**src/rtl/mbif_pkg.sv**
```systemverilog
package mbif_pkg;
  typedef enum logic {
    REG_FLAG = 1'b0,
    REG_MASK = 1'b1
  } mbif_reg_e;
endpackage

```
**src/rtl/mbif_flag_bank.sv**
```systemverilog
module mbif_flag_bank #(
  parameter int NUM_BUF = 16
) (
  input  logic               clk,
  input  logic               rst_n,
  input  logic               rd_en,
  input  logic               wr_en,
  input  logic [NUM_BUF-1:0] lane_bits,
  input  logic [NUM_BUF-1:0] wdata,
  input  logic [NUM_BUF-1:0] set_i,
  output logic [NUM_BUF-1:0] flag_q
);
  logic [NUM_BUF-1:0] armed_q;
  logic [NUM_BUF-1:0] read_arm;
  logic [NUM_BUF-1:0] write_lanes;
  logic [NUM_BUF-1:0] clr_bits;
  logic [NUM_BUF-1:0] flag_d;
  logic [NUM_BUF-1:0] armed_d;

  always_comb begin
    read_arm    = rd_en ? (flag_q & lane_bits) : '0;
    write_lanes = wr_en ? lane_bits : '0;
    // a clear needs the armed bit; an event in the same cycle overrides it
    clr_bits    = write_lanes & ~wdata & armed_q;
    flag_d      = (flag_q & ~clr_bits) | set_i;
    armed_d     = (armed_q & ~set_i & ~write_lanes) | read_arm;
  end

  always_ff @(posedge clk or negedge rst_n) begin
    if (!rst_n) begin
      flag_q  <= '0;
      armed_q <= '0;
    end else begin
      flag_q  <= flag_d;
      armed_q <= armed_d;
    end
  end
endmodule

```
**src/rtl/mbif_mask_reg.sv**
```systemverilog
module mbif_mask_reg #(
  parameter int NUM_BUF = 16,
  parameter int LANE_W  = 8
) (
  input  logic                      clk,
  input  logic                      rst_n,
  input  logic                      wr_en,
  input  logic [NUM_BUF/LANE_W-1:0] be,
  input  logic [NUM_BUF-1:0]        wdata,
  output logic [NUM_BUF-1:0]        mask_q
);
  localparam int NUM_LANES = NUM_BUF / LANE_W;

  for (genvar g = 0; g < NUM_LANES; g++) begin : g_lane
    always_ff @(posedge clk or negedge rst_n) begin
      if (!rst_n) begin
        mask_q[g*LANE_W +: LANE_W] <= '0;
      end else if (wr_en && be[g]) begin
        mask_q[g*LANE_W +: LANE_W] <= wdata[g*LANE_W +: LANE_W];
      end
    end
  end
endmodule

```
**src/rtl/mbif_irq_reduce.sv**
```systemverilog
module mbif_irq_reduce #(
  parameter int NUM_BUF = 16
) (
  input  logic               clk,
  input  logic               rst_n,
  input  logic [NUM_BUF-1:0] flag_i,
  input  logic [NUM_BUF-1:0] mask_i,
  output logic               irq_q
);
  always_ff @(posedge clk or negedge rst_n) begin
    if (!rst_n) irq_q <= 1'b0;
    else        irq_q <= |(flag_i & mask_i);
  end
endmodule

```
**src/rtl/mbif_ctrl.sv**
```systemverilog
module mbif_ctrl
  import mbif_pkg::*;
#(
  parameter int NUM_BUF = 16,
  parameter int LANE_W  = 8
) (
  input  logic                      clk,
  input  logic                      rst_n,
  input  logic                      bus_sel,
  input  logic                      bus_wr,
  input  logic                      bus_addr,
  input  logic [NUM_BUF/LANE_W-1:0] bus_be,
  input  logic [NUM_BUF-1:0]        bus_wdata,
  output logic [NUM_BUF-1:0]        bus_rdata,
  input  logic [NUM_BUF-1:0]        buf_done,
  output logic                      irq_o
);
  localparam int NUM_LANES = NUM_BUF / LANE_W;

  logic [NUM_BUF-1:0] lane_bits;
  logic [NUM_BUF-1:0] flag_q;
  logic [NUM_BUF-1:0] mask_q;
  logic               rd_any;
  logic               rd_flag;
  logic               wr_flag;
  logic               wr_mask;
  mbif_reg_e          reg_sel;

  for (genvar g = 0; g < NUM_LANES; g++) begin : g_be
    assign lane_bits[g*LANE_W +: LANE_W] = {LANE_W{bus_be[g]}};
  end

  assign reg_sel = mbif_reg_e'(bus_addr);
  assign rd_any  = bus_sel & ~bus_wr;
  assign rd_flag = rd_any & (reg_sel == REG_FLAG);
  assign wr_flag = bus_sel & bus_wr & (reg_sel == REG_FLAG);
  assign wr_mask = bus_sel & bus_wr & (reg_sel == REG_MASK);

  mbif_flag_bank #(.NUM_BUF(NUM_BUF)) u_flags (
    .clk       (clk),
    .rst_n     (rst_n),
    .rd_en     (rd_flag),
    .wr_en     (wr_flag),
    .lane_bits (lane_bits),
    .wdata     (bus_wdata),
    .set_i     (buf_done),
    .flag_q    (flag_q)
  );

  mbif_mask_reg #(.NUM_BUF(NUM_BUF), .LANE_W(LANE_W)) u_mask (
    .clk    (clk),
    .rst_n  (rst_n),
    .wr_en  (wr_mask),
    .be     (bus_be),
    .wdata  (bus_wdata),
    .mask_q (mask_q)
  );

  mbif_irq_reduce #(.NUM_BUF(NUM_BUF)) u_irq (
    .clk    (clk),
    .rst_n  (rst_n),
    .flag_i (flag_q),
    .mask_i (mask_q),
    .irq_q  (irq_o)
  );

  always_comb begin
    bus_rdata = '0;
    if (rd_any) begin
      bus_rdata = ((reg_sel == REG_MASK) ? mask_q : flag_q) & lane_bits;
    end
  end
endmodule

```
**config.mk**
```make
export PLATFORM = sky130hd
export DESIGN_NAME = mbif_ctrl
export DESIGN_NICKNAME = d
export VERILOG_FILES = /design/src/rtl/mbif_pkg.sv /design/src/rtl/mbif_flag_bank.sv /design/src/rtl/mbif_mask_reg.sv /design/src/rtl/mbif_irq_reduce.sv /design/src/rtl/mbif_ctrl.sv
export SDC_FILE = /design/constraint.sdc
export NUM_CORES = 1
export LEC_CHECK = 0
export CAP_MARGIN = 20
export CORE_MARGIN = 4
export CORE_UTILIZATION = 45
export DETAILED_ROUTE_END_ITERATION = 6
export PLACE_DENSITY = 0.79
export SETUP_SLACK_MARGIN = 0.3
export SLEW_MARGIN = 0
export SYNTH_ARGS = -nofsm -noshare
export SYNTH_HDL_FRONTEND = slang
export SYNTH_SLANG_ARGS = --single-unit
```
**constraint.sdc**
```tcl
create_clock -name clk -period 1 [get_ports clk]
set_clock_uncertainty 0.05 [all_clocks]
set_input_delay 0.2 -clock clk [delete_from_list [all_inputs] [get_ports clk]]
set_output_delay 0.2 -clock clk [all_outputs]
set_load 0.01 [all_outputs]
```
==> impl_summary.md <==
Drt
The count of nets left with antenna violations once routing finished came out at 0. Detailed routing inserted a total of approximately 2.1k vias. In this run, the number of DRC markers left after iteration 0 of detailed routing was between 90 and 100. The first TritonRoute pass finished after 4 iterations. The detailed-route wire length per cell is 18.57 um. In the routed design, unresolved DRC markers number 0.

The ratio of routed vias to standard cells is roughly 5.5. Wires add up to just over 7000 um.

Flow run
Max-cap violations in this run came to 0.

Logic synthesis
For this run, the number of Yosys warnings is 0. After synthesis the netlist holds a flip-flop and latch count of 49. Synthesis handed over a netlist of approximately 200 instances.

Synthesis produced a netlist with a net count of 240. Synthesis instantiated 21 different standard cells from the library. Sequential elements use about 52% of the synthesized area.

Summing every instance area after synthesis gives roughly 2400 um^2. The mean area per synthesized cell is around 12 um^2.

Global routing
The most crowded layer after global routing is met2. In the global route stage, met1 resource usage came out at roughly 29%. The met2 routing resource usage after global routing is about two fifths. The initial antenna violation count came to 0. The first global-routing pass estimated 11,450 um of wire. Entering global routing, the biggest net connects 50 pins. The number of global-route vias before repair is 2,347. Across every metal layer, demand over resource in global routing totals 23.80%.

The remaining global-route overflow is 0. For this run, global-route usage on met3 was measured as ~5.0%.

Layout
The signed area change from the synthesized netlist to the final layout is 66.75%. The fraction of layout instances using a drive strength above 1 is 45.60%. The antenna diode count is 0. The net count of the finished layout is about 360.

STA
In the finished design, the share of the clock period the worst path needs comes to 134.8%. The number of pins with negative max-slew slack in the final report is 0. Setup repair after global routing could not meet its margin everywhere. The final count of hold timing violations is just under 50. The maximum achievable frequency is around 740 MHz. The final period demand of the worst path is ~1.3 ns. The count of endpoints failing setup in the final report is 42.

The worst max-slew margin expressed relative to the limit is 81.60%. For the pin with the worst max-slew slack, the measured transition is approximately 0.28 ns. The final setup TNS is -6.433 ns. Setup slack on the critical path of the routed design comes to -0.3476 ns.

Hold timing on the final database bottoms out at a slack of -0.1812 ns.

Power and ir drop
The total power is 5.005 mW. In this run the power density over the cells is between 1000 and 1500 nW/um^2. The leakage power summed over all cells is 1.783 nW. IR analysis of the VDD net gives a maximum drop of between 0.8 and 0.9 mV.

Floorplanning
The die is about 80 um wide. In this run the core area contains 26 standard-cell rows. The starting utilization of the core area is 46.20%. The die area is 6467 um^2. The core outline area is 5107 um^2. 56 I/O pins were placed. From bottom edge to top edge, the die measures 80.42 um.

Clocking
The insertion delay of the later-clocked pin in the worst-skew pair is roughly 0.29 ns. The count of H-tree levels built during CTS is 2. Counting every sink on the clock net gives 49. Clock-pin slew was measured on the worst setup and hold paths at 0.08 ns. The clock tree from TritonCTS is built. The clock passes through at most 2 buffers. The clock root buffer master is sky130_fd_sc_hd__clkbuf_8.

In this run, CTS created clock tree buffers numbering 5.

Worst setup path
The worst setup path is launched from a register. The data arrival time at the worst-slack endpoint is between 1 and 1.5 ns. The kind of end point of the critical path is an output pin. The kind of critical path is reg -> out. The data required time at the worst endpoint is 0.75 ns. In this run the worst path has a maximum fanout of 3.

Run status
The run finished, with violations left. The final reports fail on hold timing, setup timing.

Worst hold path
The tightest min-delay check is of the in -> async type.

Placed design
The count of port buffers added during placement is 55. The HPWL after detailed placement is about 4200 um. The last weighted congestion value of the routability-driven placer is between 0.8 and 0.9.
[routing by layer]
metal / routed length, um / vias to the layer above
met5: 0 / -
met4: 206 / 0
met3: 449 / 20
met2: 3685 / 82
met1: 2864 / 1062
li1: - / 965
[sequential cells by signal, summed over array words and instances (netlist names)]
name             count
u_mask.mask_q       16
u_flags.armed_q     16
u_flags.flag_q      16
u_irq.irq_q          1
[synth_stat cells]
cell type	n	share of area, %
sky130_fd_sc_hd__mux2i_1	16	6.8
sky130_fd_sc_hd__nand3b_1	1	0.32
sky130_fd_sc_hd__buf_6	2	0.95
sky130_fd_sc_hd__nand4_1	1	0.27
sky130_fd_sc_hd__buf_4	3	0.95
sky130_fd_sc_hd__nand2_1	16	2.5
sky130_fd_sc_hd__a32o_1	16	6.8
sky130_fd_sc_hd__mux2_2	16	7.6
sky130_fd_sc_hd__nand2b_1	16	4.2
sky130_fd_sc_hd__nand4b_4	2	2.0
sky130_fd_sc_hd__a221oi_1	4	1.5
sky130_fd_sc_hd__inv_1	16	2.5
sky130_fd_sc_hd__dfrtp_1	49	52
sky130_fd_sc_hd__nand4_4	2	1.8
sky130_fd_sc_hd__nor2_4	1	0.48
sky130_fd_sc_hd__a22o_1	4	1.5
sky130_fd_sc_hd__and4bb_2	1	0.53
sky130_fd_sc_hd__nor2_1	16	2.5
sky130_fd_sc_hd__nand3b_4	1	0.85
sky130_fd_sc_hd__buf_2	2	0.42
sky130_fd_sc_hd__o21ai_0	16	3.4
[where the power goes]
part	internal [mW]	switching (mW)	total (mW)
sequential	2.16	0.136	2.30
combinational	0.971	0.562	1.53
clock	0.550	0.625	1.18
[final timing paths]
kind	cells after the start	end	from	slack, ns
worst max register to register	5	u_irq.irq_q	u_mask.mask_q[4]	-0.32
worst min-delay path	2	u_flags.armed_q[13]	rst_n	-0.18
worst max-delay path	3	bus_rdata[3]	u_mask.mask_q[3]	-0.35
worst min register to register	1	u_flags.armed_q[14]	u_flags.armed_q[14]	0.49
min in group clk	3	u_flags.flag_q[11]	buf_done[11]	0.40
max in group asynchronous	2	u_mask.mask_q[13]	rst_n	0.84
[stage by stage]
step / util [%] / cell area, um^2 / setup WS, ns / cells
after floorplan: - / 2485 / -0.1001 / 201
after global placement: 65.83 / 3362 / -1.010 / 361
after detailed placement: 65.83 / 3362 / -1.024 / 361
after CTS: 74.82 / 3821 / -0.3606 / 382
after global routing: 77.05 / 3935 / -0.3838 / 388
final: 77.05 / 3935 / -0.3476 / 388
[cell type report]
cell class,instances,area [um^2]
timing repair buffer,115,1185
multi-input combinational,131,1290
inverter,16,60.06
fill,313,1172
tap,70,87.58
sequential,49,1226
clock buffer,7,86.33
[kinds of logic (layout without fill, tap and decap cells)]
logic type,after synthesis,count (layout),share of synthesized area [%]
AO/OA/AOI/OAI,40,40,13.15
buffers and inverters,23,138,4.878
flip-flops,49,49,51.96
multiplexers,32,32,14.42
AND/OR/NAND/NOR,57,59,15.59
[cells in the final DEF (no fill, tap or decap), types with 14 or more instances in the layout]
| cell type | instances |
|---|---|
| sky130_fd_sc_hd__a32o_1 | 16 |
| sky130_fd_sc_hd__buf_2 | 15 |
| sky130_fd_sc_hd__buf_4 | 27 |
| sky130_fd_sc_hd__buf_6 | 26 |
| sky130_fd_sc_hd__clkdlybuf4s50_1 | 32 |
| sky130_fd_sc_hd__dfrtp_1 | 49 |
| sky130_fd_sc_hd__inv_1 | 16 |
| sky130_fd_sc_hd__nand2_1 | 16 |
| sky130_fd_sc_hd__nand2b_1 | 16 |
| sky130_fd_sc_hd__o21ai_2 | 14 |
[worst max-delay path: stages, from the launching register on]
cell and delay, ns:
sky130_fd_sc_hd__dfrtp_1 0.43, sky130_fd_sc_hd__mux2i_2 0.22, sky130_fd_sc_hd__nor2_4 0.04, sky130_fd_sc_hd__buf_6 0.11
[timing repair]
item	4_1_cts	5_1_grt
hold endpoints to repair	49	49
buffers inserted	9	6
cloned	5	0
pin swaps	32	9
setup endpoints to repair	66	66
resized for setup	149	15
Note: power is estimated with default switching activity, not from simulation.
